## src/rtl/pllcfg_pkg.sv

```systemverilog
package pllcfg_pkg;

   localparam int unsigned NUM_WR = 7;
   localparam int unsigned IDX_W  = $clog2(NUM_WR);
   localparam int unsigned SLOTS  = 1 << IDX_W;

   typedef enum logic [1:0] {ST_IDLE, ST_REQ, ST_GAP} seq_st_e;

   typedef struct packed {
      logic [2:0] rng;
      logic [1:0] cap;
      logic [3:0] icp;
      logic [5:0] lpf;
      logic       cp_byp;
      logic       lf_byp;
      logic [7:0] nm1;
      logic [8:0] mm1;
   } pll_cfg_t;

   // Code sent in write slot s; the order is the required programming order.
   function automatic logic [7:0] slot_code(int unsigned s);
      case (s)
         0:       return 8'h10;
         1:       return 8'h11;
         2:       return 8'h12;
         3:       return 8'h19;
         4:       return 8'h17;
         5, 6:    return 8'h18;
         default: return 8'h00;
      endcase
   endfunction

   // Data byte for write slot s, with every reserved bit cleared.
   function automatic logic [7:0] slot_data(int unsigned s, pll_cfg_t c);
      case (s)
         0:       return {1'b1, 1'b0, c.rng, c.cap, 1'b0};
         1:       return {4'b0000, c.icp};
         2:       return {c.cp_byp, c.lf_byp, c.lpf};
         3:       return 8'b0011_0000;
         4:       return c.nm1;
         5:       return {3'b000, c.mm1[4:0]};
         6:       return {1'b1, 3'b000, c.mm1[8:5]};
         default: return 8'h00;
      endcase
   endfunction

endpackage

```

## src/rtl/pllcfg_pack.sv

```systemverilog
module pllcfg_pack
   import pllcfg_pkg::*;
(
   input  pll_cfg_t         cfg,
   input  logic [IDX_W-1:0] idx,
   output logic [7:0]       code,
   output logic [7:0]       data
);

   logic [7:0] code_tab [SLOTS];
   logic [7:0] data_tab [SLOTS];

   for (genvar g = 0; g < SLOTS; g++) begin : g_slot
      assign code_tab[g] = slot_code(g);
      assign data_tab[g] = slot_data(g, cfg);
   end

   assign code = code_tab[idx];
   assign data = data_tab[idx];

endmodule

```

## src/rtl/pllcfg_tmo.sv

```systemverilog
module pllcfg_tmo #(
   parameter int unsigned TMO_W = 16
) (
   input  logic             clk,
   input  logic             rst_n,
   input  logic             run,
   input  logic [TMO_W-1:0] lim,
   output logic             expire
);

   logic [TMO_W-1:0] cnt;

   // The current cycle is the last allowed one once cnt+1 reaches the limit.
   assign expire = run && (({1'b0, cnt} + (TMO_W+1)'(1)) >= {1'b0, lim});

   always_ff @(posedge clk or negedge rst_n) begin
      if (!rst_n)               cnt <= '0;
      else if (!run || expire)  cnt <= '0;
      else                      cnt <= cnt + 1'b1;
   end

endmodule

```

## src/rtl/pllcfg_seq.sv

```systemverilog
module pllcfg_seq
   import pllcfg_pkg::*;
#(
   parameter int unsigned N_W   = 8,
   parameter int unsigned M_W   = 10,
   parameter int unsigned TMO_W = 16
) (
   input  logic             clk,
   input  logic             rst_n,
   input  logic             start,
   input  logic [N_W-1:0]   n_div,
   input  logic [M_W-1:0]   m_mul,
   input  logic [2:0]       vco_rng,
   input  logic [1:0]       vco_cap,
   input  logic [3:0]       cp_cur,
   input  logic [5:0]       lf_ctl,
   input  logic             cp_byp,
   input  logic             lf_byp,
   input  logic [TMO_W-1:0] tmo_lim,
   output logic             wr_req,
   output logic [7:0]       wr_code,
   output logic [7:0]       wr_data,
   input  logic             wr_ack,
   output logic             busy,
   output logic             done,
   output logic             err
);

   localparam logic [IDX_W-1:0] LAST_IDX = IDX_W'(NUM_WR - 1);

   initial begin
      assert (N_W >= 1 && N_W <= 8)  else $error("pllcfg_seq: N_W must be 1..8");
      assert (M_W >= 9 && M_W <= 10) else $error("pllcfg_seq: M_W must be 9..10");
      assert (TMO_W >= 2)            else $error("pllcfg_seq: TMO_W must be >= 2");
   end

   seq_st_e          st;
   logic [IDX_W-1:0] idx;
   pll_cfg_t         cfg_q;
   pll_cfg_t         cfg_in;
   logic             expire;
   logic             cap_bad;

   assign cap_bad = (vco_cap == 2'b11);

   always_comb begin
      cfg_in        = '0;
      cfg_in.rng    = vco_rng;
      cfg_in.cap    = vco_cap;
      cfg_in.icp    = cp_cur;
      cfg_in.lpf    = lf_ctl;
      cfg_in.cp_byp = cp_byp;
      cfg_in.lf_byp = lf_byp;
      cfg_in.nm1    = 8'(n_div - N_W'(1));
      cfg_in.mm1    = 9'(m_mul - M_W'(1));
   end

   pllcfg_pack u_pack (
      .cfg  (cfg_q),
      .idx  (idx),
      .code (wr_code),
      .data (wr_data)
   );

   pllcfg_tmo #(.TMO_W(TMO_W)) u_tmo (
      .clk    (clk),
      .rst_n  (rst_n),
      .run    (wr_req),
      .lim    (tmo_lim),
      .expire (expire)
   );

   always_ff @(posedge clk or negedge rst_n) begin
      if (!rst_n) begin
         st    <= ST_IDLE;
         idx   <= '0;
         cfg_q <= '0;
         done  <= 1'b0;
         err   <= 1'b0;
      end else begin
         done <= 1'b0;
         case (st)
            ST_IDLE: begin
               if (start) begin
                  if (cap_bad) begin
                     err <= 1'b1;
                  end else begin
                     err   <= 1'b0;
                     cfg_q <= cfg_in;
                     idx   <= '0;
                     st    <= ST_REQ;
                  end
               end
            end
            ST_REQ: begin
               if (wr_ack) begin
                  if (idx == LAST_IDX) begin
                     st   <= ST_IDLE;
                     done <= 1'b1;
                  end else begin
                     idx <= idx + 1'b1;
                     st  <= ST_GAP;
                  end
               end else if (expire) begin
                  st  <= ST_IDLE;
                  err <= 1'b1;
               end
            end
            ST_GAP:  st <= ST_REQ;
            default: st <= ST_IDLE;
         endcase
      end
   end

   assign wr_req = (st == ST_REQ);
   assign busy   = (st != ST_IDLE);

endmodule

```

## config.mk

```make
export PLATFORM = sky130hd
export DESIGN_NAME = pllcfg_seq
export DESIGN_NICKNAME = d
export VERILOG_FILES = /design/src/rtl/pllcfg_pkg.sv /design/src/rtl/pllcfg_pack.sv /design/src/rtl/pllcfg_tmo.sv /design/src/rtl/pllcfg_seq.sv
export SDC_FILE = /design/constraint.sdc
export NUM_CORES = 1
export LEC_CHECK = 0
export BUFFER_PORTS_ARGS = -buffer_cell sky130_fd_sc_hd__clkbuf_2
export CAP_MARGIN = 0
export CORE_MARGIN = 2
export CORE_UTILIZATION = 48
export CTS_BUF_LIST = sky130_fd_sc_hd__clkbuf_16
export DETAILED_ROUTE_END_ITERATION = 7
export GPL_TIMING_DRIVEN = 1
export PLACE_DENSITY_LB_ADDON = 0.05
export SYNTH_ARGS = -nofsm -noshare
export SYNTH_HDL_FRONTEND = slang
export SYNTH_HIERARCHICAL = 1
export SYNTH_SLANG_ARGS = --single-unit
```

## constraint.sdc

```tcl
create_clock -name clk -period 3.1 [get_ports clk]
set_input_delay 0.465 -clock clk [delete_from_list [all_inputs] [get_ports clk]]
set_output_delay 0.465 -clock clk [all_outputs]
set_load 0.005 [all_outputs]
```

==> results.tsv <==
stage	metric	value	unit
critical_path	cp-endpoint	err$_DFFE_PN0P_	
sta	drv_slew	0	
power	total_power	3.42	mW
yosys	synth_edf_count	0	
critical_path	end_kind	flop	
yosys	syn_area	0.00369	sq mm
clock_tree	cts_made_buffers	9	
route	firstDrtPassIters	4	
yosys	ys.warnings.count	6	
global_route	antenna_found_initial	0	
sta	relSlewSlack	47.7	%
die	rows	31	
die	initial_core_util	50.1	%
placed_design	io_buffers	70	
route	drc	0	
power	p_per_area	757	mW/mm^2
yosys	ys.flop_type	dfrtp_1	
yosys	synthCells	381	
power	intPower	2.16	mW
critical_path	r2r_slack	0.13	ns
sta	final_hold_viol_count	0	
placed_design	globalplace.congestion	0.904	
clock_tree	clk_path_buf_depth	2	
critical_path	worst-r2r-cell-count	14	
worst_hold_path	hold_class	in2async	
clock_tree	cts_tree	yes	
route	drt_iter0_drc	76	
yosys	synth_top_area_cell	dfrtp_1	
route	vias	3051	
die	die_area	0.00841	sq mm
yosys	ys_ff_latch	57	
placed_design	placed_cells	542	
critical_path	cp_cell_sequence	ha_4 -> nand4_1 -> or3_4 -> xor2_4 -> inv_2 -> ha_4 -> or2_2 -> a221oi_2 -> o21a_1 -> nand2b_1 -> o221a_2 -> nand3b_1 -> a21oi_1 -> o21a_1	
sta	tightest_slew	0.784	ns
route	via_per_inst	5.38	
sta	report.final.setup_viol	0	
critical_path	arrival	3.19	ns
sta	period_share	95.9	%
critical_path	cp_slowest_cell	or3_4	
power	sw_frac_of_total	36.8	%
power	power_leakage	2.21	nW
global_route	grt_use_total	20.8	%
yosys	async_flop_share	100	%
cells_and_area	layout.nets	543	
power	p_comb_share	37.6	%
yosys	synth_most_common_cell	dfrtp_1	
placed_design	pre_cts_ws	-0.00554	ns
power	ir_drop	0.398	mV
critical_path	critPathLaunch	u_tmo/cnt[1]$_DFF_PN0_	
power	p_clk_share	24.8	%
placed_design	hpwlAfterDp	5970	um
critical_path	cp-start-kind	flop	
cells_and_area	stdcell_count	567	
clock_tree	clock_latency	0.32	ns
route	wire_per_inst	15.1	um
sta	clock.fmax	336	MHz
clock_tree	cts-htree-levels	3	
critical_path	rr_startpoint	u_tmo/cnt[1]$_DFF_PN0_	
power	power_frac_seq	37.6	%
route	final_antenna_net_count	0	
critical_path	cp.required	3.31	ns
global_route	grt_pass1_vias	2960	
run	drv_cap	0	
global_route	grt_overflow	0	
route	routed_wl	8570	um
yosys	yosysUniqueCellTypes	63	
yosys	ys_top_cells_by_count	57 x dfrtp_1, 46 x inv_1, 26 x a21oi_1	
critical_path	path_max_fanout	3	
cells_and_area	n_antenna_cell	0	
critical_path	slowest_delay	0.46	ns
yosys	ys_seq_area_share	38.6	%
status	run_status	finished clean	
die	io_pins	75	
clock_tree	cts_root_buffer	clkbuf_16	
yosys	synth_top_area_share	38.6	%
yosys	synth.avg_cell_area	9.69	sq um
power	switchingPower	1.26	mW
global_route	grt_first_pass_wirelength	13900	um
sta	min_period	2.97	ns
global_route	grt_max_degree	58	
clock_tree	cts_sinks	57	
critical_path	r2r-end	err$_DFFE_PN0P_	
sta	fin_ws	0.127	ns
clock_tree	path_clk_slew	0.05	ns
sta	skew	0.00356	ns
placed_design	placed_cell_area	0.00411	sq mm
sta	fin_hold_ws	0.297	ns
cells_and_area	drive_gt1_share	31.0	%
cells_and_area	area_delta_synth_final	22.3	%
critical_path	path_class	reg2reg	
cells_and_area	fin_area	0.00452	sq mm
yosys	yosys-top-cells-area	dfrtp_1 39%, ha_1 8.5%, inv_1 4.7%, mux2_2 4.6%, a21oi_1 3.5%	
die	coreArea	0.00737	sq mm
clock_tree	cts_hold_buffers	0	
die	die_h	91.7	um
die	chipWidth	91.7	um
worst min-delay path by stage:
stage / start / cells past startpoint / to / slack (ns)
6_report: rst_n / 2 / cfg_q[9]$_DFFE_PN0P_ / 0.30
4_1_cts: rst_n / 2 / cfg_q[12]$_DFFE_PN0P_ / 0.32
3_5_place_dp: cfg_q[27]$_DFFE_PN0P_ / 1 / cfg_q[27]$_DFFE_PN0P_ / 0.47
2_1_floorplan: rst_n / 0 / cfg_q[0]$_DFFE_PN0P_ / 0.17
3_3_place_gp: cfg_q[27]$_DFFE_PN0P_ / 1 / cfg_q[27]$_DFFE_PN0P_ / 0.46
5_1_grt: lf_ctl[5] / 2 / cfg_q[24]$_DFFE_PN0P_ / 0.36
critical path: cells and delay by family, from the launching register on:
family / cells / cell delay, ns
DFF: 1 / 0.40
buffers and inverters: 1 / 0.06
xor gates and xnor gates: 1 / 0.17
and+or+nand+nor: 5 / 1.04
adders and majority gates: 2 / 0.30
AOI/OAI and AO/OA: 5 / 0.86
flip-flops by register name (all words and copies together), names as in the netlist:
signal and cells:
err 1, done 1, st 2, idx 3, cfg_q 34, u_tmo/cnt 16
metal layers:
layer | global-route usage, % | wire length, um | vias up
li1 | - | - | 1525
met1 | 27.5 | 3970 | 1448
met2 | 33.5 | 4140 | 70
met3 | 3.78 | 339 | 8
met4 | 9.20 | 116 | 0
met5 | 0 | 0 | -
per-stage QoR:
step | setup TNS (ns) | util, %
finish | 0 | 61.3
global route | -0.0600 | 61.3
CTS | 0 | 59.3
floorplan | 0 | -
detailed placement | -0.00554 | 55.8
global placement | 0 | 55.8
cell families after synthesis:
| logic type | count (synthesis) | synth area share [%] |
|---|---|---|
| AO/OA/AOI/OAI | 105 | 19.0 |
| AND/OR/NAND/NOR | 82 | 13.2 |
| buffers and inverters | 66 | 8.23 |
| flip-flops | 57 | 38.6 |
| multiplexers | 27 | 8.16 |
| adder cells (fa/ha/maj) | 25 | 8.47 |
| XOR/XNOR | 18 | 4.27 |
| other | 1 | 0.102 |
layout by cell type (no fill, tap or decap), drive strengths merged, types with 11 or more instances in the layout:
cell type / Yosys / routed
a211oi: 17 / 17
a21oi: 26 / 26
a31oi: 14 / 14
buf: 15 / 17
clkbuf: 3 / 79
dfrtp: 57 / 57
ha: 25 / 25
inv: 48 / 49
mux2: 25 / 25
nand2: 23 / 23
nor2: 11 / 11
o21ai: 19 / 19
power groups by stage:
stage | Combinational, mW | Sequential [mW] | Clock, mW
floorplan | 0.995 | 1.16 | 0
global placement | 1.25 | 1.28 | 0
detailed placement | 1.27 | 1.29 | 0
CTS | 1.27 | 1.28 | 0.862
global route | 1.46 | 1.33 | 0.894
finish | 1.29 | 1.29 | 0.848
layout make-up:
| type | instances | area (sq um) |
|---|---|---|
| clock buffers | 9 | 225 |
| clock inverters | 7 | 28.8 |
| fillers | 657 | 2850 |
| inverters | 48 | 180 |
| multi-input cells | 260 | 2050 |
| flip-flops and latches | 57 | 1430 |
| well taps | 99 | 124 |
| repair buffers | 87 | 482 |
repair_timing:
| item | CTS | global route |
|---|---|---|
| gates cloned | 0 | 0 |
| endpoints found under the setup margin | 2 | 17 |
| setup buffers | 0 | 9 |
| resized for setup | 1 | 16 |
| endpoints found under the hold margin | 0 | 0 |
| pin swaps | 0 | 8 |
Note: power is estimated with default switching activity, not from simulation.
